===== src/rtl/dchain_pkg.sv =====
package dchain_pkg;
  // default chain length
  localparam int unsigned DCHAIN_DEF_MASTERS = 4;
  // reset synchroniser depth
  localparam int unsigned DCHAIN_SYNC_STAGES = 2;
endpackage


===== src/rtl/dchain_rst_sync.sv =====
module dchain_rst_sync #(
  parameter int unsigned STAGES = dchain_pkg::DCHAIN_SYNC_STAGES
) (
  input  logic clk,
  input  logic rst_n,
  output logic rst_sync_n
);
  logic [STAGES-1:0] shift_q;
  logic [STAGES-1:0] shift_d;

  always_comb begin
    shift_d = {shift_q[STAGES-2:0], 1'b1};
  end

  always_ff @(posedge clk or negedge rst_n) begin
    if (!rst_n) shift_q <= '0;
    else        shift_q <= shift_d;
  end

  assign rst_sync_n = shift_q[STAGES-1];
endmodule


===== src/rtl/dchain_ripple.sv =====
module dchain_ripple #(
  parameter int unsigned N_MASTERS = dchain_pkg::DCHAIN_DEF_MASTERS
) (
  input  logic                 host_ack,
  input  logic [N_MASTERS-1:0] mreq,
  input  logic [N_MASTERS-1:0] busy,
  output logic [N_MASTERS-1:0] ack_at
);
  // acknowledge seen by each position; an idle position passes it on
  assign ack_at[0] = host_ack;
  for (genvar g = 1; g < N_MASTERS; g++) begin : g_pass
    assign ack_at[g] = ack_at[g-1] & ~mreq[g-1] & ~busy[g-1];
  end
endmodule


===== src/rtl/dchain_link.sv =====
module dchain_link (
  input  logic clk,
  input  logic rst_n,
  input  logic ack_in,
  input  logic want,
  input  logic any_busy,
  input  logic host_ack,
  output logic busy_q,
  output logic grant
);
  logic busy_d;
  logic busy_en;

  always_comb begin
    busy_en = busy_q | (want & ack_in);
    if (busy_q) busy_d = want;
    else        busy_d = want & ack_in & ~any_busy;
  end

  always_ff @(posedge clk or negedge rst_n) begin
    if (!rst_n)       busy_q <= 1'b0;
    else if (busy_en) busy_q <= busy_d;
  end

  assign grant = busy_q & host_ack;
endmodule


===== src/rtl/dchain_arbiter.sv =====
module dchain_arbiter #(
  parameter int unsigned N_MASTERS = dchain_pkg::DCHAIN_DEF_MASTERS
) (
  input  logic                 clk,
  input  logic                 rst_n,
  input  logic [N_MASTERS-1:0] mreq,
  input  logic                 host_ack,
  output logic                 host_hold,
  output logic [N_MASTERS-1:0] mgrant,
  output logic [N_MASTERS-1:0] mbusy
);
  logic                 rst_int_n;
  logic [N_MASTERS-1:0] ack_at;
  logic [N_MASTERS-1:0] busy_w;
  logic                 any_busy;

  dchain_rst_sync u_rst (
    .clk        (clk),
    .rst_n      (rst_n),
    .rst_sync_n (rst_int_n)
  );

  dchain_ripple #(.N_MASTERS(N_MASTERS)) u_ripple (
    .host_ack (host_ack),
    .mreq     (mreq),
    .busy     (busy_w),
    .ack_at   (ack_at)
  );

  assign any_busy = |busy_w;

  for (genvar g = 0; g < N_MASTERS; g++) begin : g_link
    dchain_link u_link (
      .clk      (clk),
      .rst_n    (rst_int_n),
      .ack_in   (ack_at[g]),
      .want     (mreq[g]),
      .any_busy (any_busy),
      .host_ack (host_ack),
      .busy_q   (busy_w[g]),
      .grant    (mgrant[g])
    );
  end

  assign mbusy     = busy_w;
  assign host_hold = (|mreq) | any_busy;
endmodule


===== config.mk =====
export PLATFORM = sky130hd
export DESIGN_NAME = dchain_arbiter
export DESIGN_NICKNAME = d
export VERILOG_FILES = /design/src/rtl/dchain_pkg.sv /design/src/rtl/dchain_rst_sync.sv /design/src/rtl/dchain_ripple.sv /design/src/rtl/dchain_link.sv /design/src/rtl/dchain_arbiter.sv
export SDC_FILE = /design/constraint.sdc
export NUM_CORES = 1
export LEC_CHECK = 0
export BUFFER_PORTS_ARGS = -buffer_cell sky130_fd_sc_hd__buf_2
export CORE_AREA = 2 2 39 41
export CTS_CLUSTER_SIZE = 25
export DETAILED_ROUTE_END_ITERATION = 6
export DIE_AREA = 0 0 41 43
export PLACE_DENSITY = 0.58
export SKIP_CTS_REPAIR_TIMING = 1
export SYNTH_ARGS = -nofsm -noshare
export SYNTH_HDL_FRONTEND = slang
export SYNTH_SLANG_ARGS = --single-unit
export TNS_END_PERCENT = 10

===== constraint.sdc =====
create_clock -name clk -period 0.9 [get_ports clk]
set_clock_uncertainty 0.1 [all_clocks]
set_input_delay 0.09 -clock clk [delete_from_list [all_inputs] [get_ports clk]]
set_output_delay 0.09 -clock clk [all_outputs]
set_load 0.05 [all_outputs]

==> metrics.yaml, run 1 <==
endpoint_kind: "output pin"
drive_gt1_share_pct: 54.7
place.gp.congestion: 0.707
synth_edf_count: 0
violations: "hold timing, setup timing"
path_cells: "nor4_4 > nand3b_1 > buf_6"
clkTransAtPathRegs_ns: 0.05
syn_area_um2: 335
clockRootBuffer: "clkbuf_4"
hold_slack_ns: -0.0524
yosysMostFrequentCell: "buf_4"
ys_seq_area_share_pct: 44.8
grt_overflow: 0
synth_compound_area_share_pct: 5.97
coreArea_mm2: 0.00138
yosys.area_share.simple_pct: 30.2
synth.avg_cell_area_um2: 9.58
numCtsBuffers: 3
cp.required_ns: 0.71
rsz0062_at_grt: "true"
crit_path_max_fanout: 3
clkSinkCount: 6
period_needed_ns: 1.45
status: "complete, but fails checks"
area.growth.synth_to_final_pct: 51.1
timing_hold_violations_final: 4
nets: 62
worstSetupPathType: "reg2out"
numPortBuffers: 15
rows: 14
final_util_pct: 36.6
vias: 274
synth_commonest_cells: "buf_4 (8), dfrtp_1 (6), nand2_1 (5)"
cts_max_level: 1
dp_slack_ns: -0.332
p_per_area_mw_per_mm2: 1600
antenna_left: 0
ioPinCount: 16
avgViaCountPerCell: 3.97
die_area_mm2: 0.00176
cp_slowest_stage_delay_ns: 0.40
grt_max_degree: 7
fin_ws_ns: -0.554
min_path_type: "reg2async"
dr.pass1.iters: 1
grt_usage_pct: 7.89
initial_utilization_pct: 24.2
yosys.area_share.adder_pct: 0
die_h_um: 43
min_period_over_period_pct: 162
critPathBufInv: 1
ys_warn_count: 0
synth_top_family_by_area: "simple AND/OR/NAND/NOR gates"
ir_drop_mv: 0.627
grt_pass1_wl_um: 883
slowest_stage: "dfrtp_1"
synth.area.mux_share_pct: 0
slew_violations: 0
fillers: 148
drt_iter0_drc: 0
cp.arrival_ns: 1.26
fp.dieW_um: 41
maxCapViolations: 0
cellLeakagePower_uw: 0.000254
synthesis.nets: 42
worstSetupStartpointType: "flip-flop"
yosys-top-cells-area: "dfrtp_1 (45%), buf_4 (18%), nor4_4 (6.3%)"
clk_path_buf_depth: 2
clk_latency_ns: 0.24
cpLargestDelayFamily: "simple AND/OR/NAND/NOR gates"
yosys_most_used_dff: "dfrtp_1"
wl_per_cell_um: 8.57
ys_ff_latch: 6
yosys.area.top_type: "dfrtp_1"
cts_tree: "built"
max_freq_mhz: 688
antenna_found_initial: 0
synth_cell_types: 15
async_flop_share_pct: 100
wl_um: 591
drc_errors: 0
setup_viol: 13
synth_xor_area_share_pct: 0
synth_top_area_share_pct: 44.8
grt_pass1_vias: 229
antenna_cells: 0
synthCells: 35
power by group:
part	total [uW]	internal [uW]	leakage [uW]	switching (uW)
sequential	309	289	0.0000772	20.2
clock	240	150	0.0000138	89.5
combinational	262	115	0.000163	148
sequential cells by signal, summed over array words and instances (netlist names):
signal,flops
u_rst.shift_q,2
g_link.u_link.busy_q,4
per-stage QoR:
step / hold WS (ns) / power, uW / setup TNS, ns / area [um2] / instances
floorplan: -0.306 / 486 / -1.41 / 335 / 35
global placement: -0.223 / 536 / -2.05 / 423 / 65
detailed placement: -0.223 / 539 / -2.22 / 423 / 65
CTS: -0.485 / 789 / -4.60 / 445 / 68
global route: -0.0326 / 861 / -4.81 / 507 / 69
finish: -0.0524 / 812 / -4.02 / 507 / 69
worst paths after layout:
kind / slack (ns) / startpoint / to / cells past startpoint
min in group clk: 0.01 / mreq[3] / g_link[3].u_link.busy_q / 3
max in group asynchronous: 0.55 / rst_n / u_rst.shift_q[1] / 2
setup / recovery: -0.55 / g_link[3].u_link.busy_q / host_hold / 3
setup reg to reg: -0.25 / g_link[3].u_link.busy_q / g_link[3].u_link.busy_q / 3
hold reg to reg: -0.05 / u_rst.shift_q[1] / g_link[1].u_link.busy_q / 0
hold / removal: -0.05 / u_rst.shift_q[1] / g_link[1].u_link.busy_q / 0
kinds of logic after synthesis:
group / Yosys count
AND/OR/NAND/NOR: 16
buffers and inverters: 8
flip-flops: 6
AO/OA/AOI/OAI: 4
other: 1
cell usage in the layout, fill, tap and decap left out, types with 2 or more instances in the layout:
cell	n
buf_4	4
nand2_1	5
buf_2	9
buf_6	9
and2_1	2
clkbuf_4	3
dfrtp_1	6
o21ai_1	3
worst reg2reg max path: stages (launching register included):
cell and delay (ns):
dfrtp_1 0.40, nor4_4 0.33, nand2_2 0.12, o21ai_1 0.13
layout make-up:
cell class	count	area, um2	share of cell area, %
clock buffers	3	22.5	4.44
multi-input cells	21	128	25.2
flip-flops and latches	6	150	29.6
well taps	16	20.0	3.95
repair buffers	23	186	36.8
layer usage:
layer  GRT usage, %  wire, um
met1           9.24       261
met2           10.9       272
met3           3.14        58
met4           6.00         0
met5              0         0
Note: power is estimated with default switching activity, not from simulation.
==> run 2: changes to the inputs <==
--- a/config.mk
+++ b/config.mk
@@ -6,11 +6,12 @@
 export NUM_CORES = 1
 export LEC_CHECK = 0
 export BUFFER_PORTS_ARGS = -buffer_cell sky130_fd_sc_hd__buf_2
+export CAP_MARGIN = 20
 export CORE_AREA = 2 2 39 41
 export CTS_CLUSTER_SIZE = 25
 export DETAILED_ROUTE_END_ITERATION = 6
 export DIE_AREA = 0 0 41 43
-export PLACE_DENSITY = 0.58
+export PLACE_DENSITY = 0.57
 export SKIP_CTS_REPAIR_TIMING = 1
 export SYNTH_ARGS = -nofsm -noshare
 export SYNTH_HDL_FRONTEND = slang
==> constraint.sdc (replaced) <==
create_clock -name clk -period 1.7 [get_ports clk]
set_clock_uncertainty 0.1 [all_clocks]
set_input_delay 0.17 -clock clk [delete_from_list [all_inputs] [get_ports clk]]
set_output_delay 0.17 -clock clk [all_outputs]
set_load 0.05 [all_outputs]
==> metrics.yaml, run 2 (synthesized netlist as in run 1, its figures left out) <==
power.total_uw: 397
grt_overflow: 0
multi_input_area_um2: 125
cts_tree: "built"
vias: 258
mostFrequentLayoutCells: "buf_2 (15), dfrtp_1 (6), nand2_1 (5)"
dp_slack_ns: 0.354
numPortBuffers: 15
avgViaCountPerCell: 4.10
ioPinCount: 16
die_h_um: 43
grt_max_degree: 7
fillers: 151
timing_hold_violations_final: 0
setup_viol: 0
antenna_found_initial: 0
status: "finished clean"
tns_ns: 0
worstHoldStart: "mreq[2]"
min_period_over_period_pct: 93.7
final_common_cell: "buf_2"
clk_path_buf_depth: 2
clk_latency_ns: 0.24
dr.pass1.iters: 3
grt_pass1_vias: 212
drive_gt1_share_pct: 44.7
rows: 14
nets: 56
p_per_area_mw_per_mm2: 963
max_freq_mhz: 628
endpoint_kind: "output pin"
slew_violations: 0
largest_register_ffs: 4
holdPathEnd: "g_link[2].u_link.busy_q"
maxCapViolations: 0
fin_ws_ns: 0.107
drt_iter0_drc: 5
cp.required_ns: 1.43
fin_area_um2: 413
final_util_pct: 29.8
period_needed_ns: 1.59
top_register: "g_link.u_link.busy_q"
reg2reg_slack_ns: 0.51
grt_usage_pct: 7.58
numCtsBuffers: 3
cellLeakagePower_uw: 0.000210
hold_depth: 3
fp.dieW_um: 41
hpwl_um: 449
postPlaceCellArea_um2: 370
wl_um: 555
min_path_type: "in2reg"
initial_utilization_pct: 24.2
clkSinkCount: 6
die_area_mm2: 0.00176
ir_drop_mv: 0.464
grt_pass1_wl_um: 848
area.growth.synth_to_final_pct: 23.1
cp.arrival_ns: 1.32
cts_max_level: 1
reg2reg_depth: 3
clkTransAtPathRegs_ns: 0.04
worstSetupStartpointType: "flip-flop"
worstSetupPathType: "reg2out"
antenna_cells: 0
rsz0062_at_grt: "false"
wl_per_cell_um: 8.81
r2r-start: "g_link[0].u_link.busy_q"
drc_errors: 0
clockRootBuffer: "clkbuf_4"
antenna_left: 0
seqCellArea_um2: 150
crit_path_max_fanout: 4
reg2reg_to: "g_link[1].u_link.busy_q"
place.gp.congestion: 0.699
reg_top3: "g_link.u_link.busy_q: 4 flops, u_rst.shift_q: 2 flops"
coreArea_mm2: 0.00138
run 2: cell types whose count changed in the layout (fill, tap and decap cells not counted):
cell	before	now
buf_2	9	15
buf_6	9	0
dlygate4sd3_1	1	2
and2_4	1	0
buf_4	4	0
and2_1	2	3
run 2: worst max-delay path, stage by stage (launching register included):
cell,delay [ns]
dfrtp_1,0.42
nor4_4,0.34
nand3b_1,0.10
buf_2,0.22
run 2: metrics by stage:
stage	cells	hold WS (ns)
6_report	63	0.0730
5_1_grt	63	0.0776
4_1_cts	61	-0.399
3_5_place_dp	58	-0.143
3_3_place_gp	58	-0.143
2_1_floorplan	35	-0.226
run 2: worst max path at each step:
| stage | from | to | slack [ns] |
|---|---|---|---|
| final | g_link[0].u_link.busy_q | host_hold | 0.11 |
| after global routing | g_link[0].u_link.busy_q | host_hold | 0.03 |
| after CTS | g_link[0].u_link.busy_q | host_hold | 0.09 |
| after detailed placement | g_link[0].u_link.busy_q | host_hold | 0.35 |
| after global placement | g_link[1].u_link.busy_q | host_hold | 0.38 |
| after floorplan | g_link[0].u_link.busy_q | host_hold | 0.26 |
run 2: report_power, final:
group          switching, uW  internal [uW]
registers               11.7            153
logic                   70.3           34.6
clock network           48.1           79.6
total                    130            267
run 2: metal layers:
metal / part of all wire (%) / track usage [%]
met5: 0 / 0
met1: 46 / 8.88
met3: 14 / 6.28
met4: 0 / 2.00
met2: 40 / 10.3
run 2: layout make-up:
cell class,count,share of cell area (%)
multi-input combinational,21,30.3
tap,16,4.85
timing repair buffer,17,23.0
sequential,6,36.4
clock buffer,3,5.45
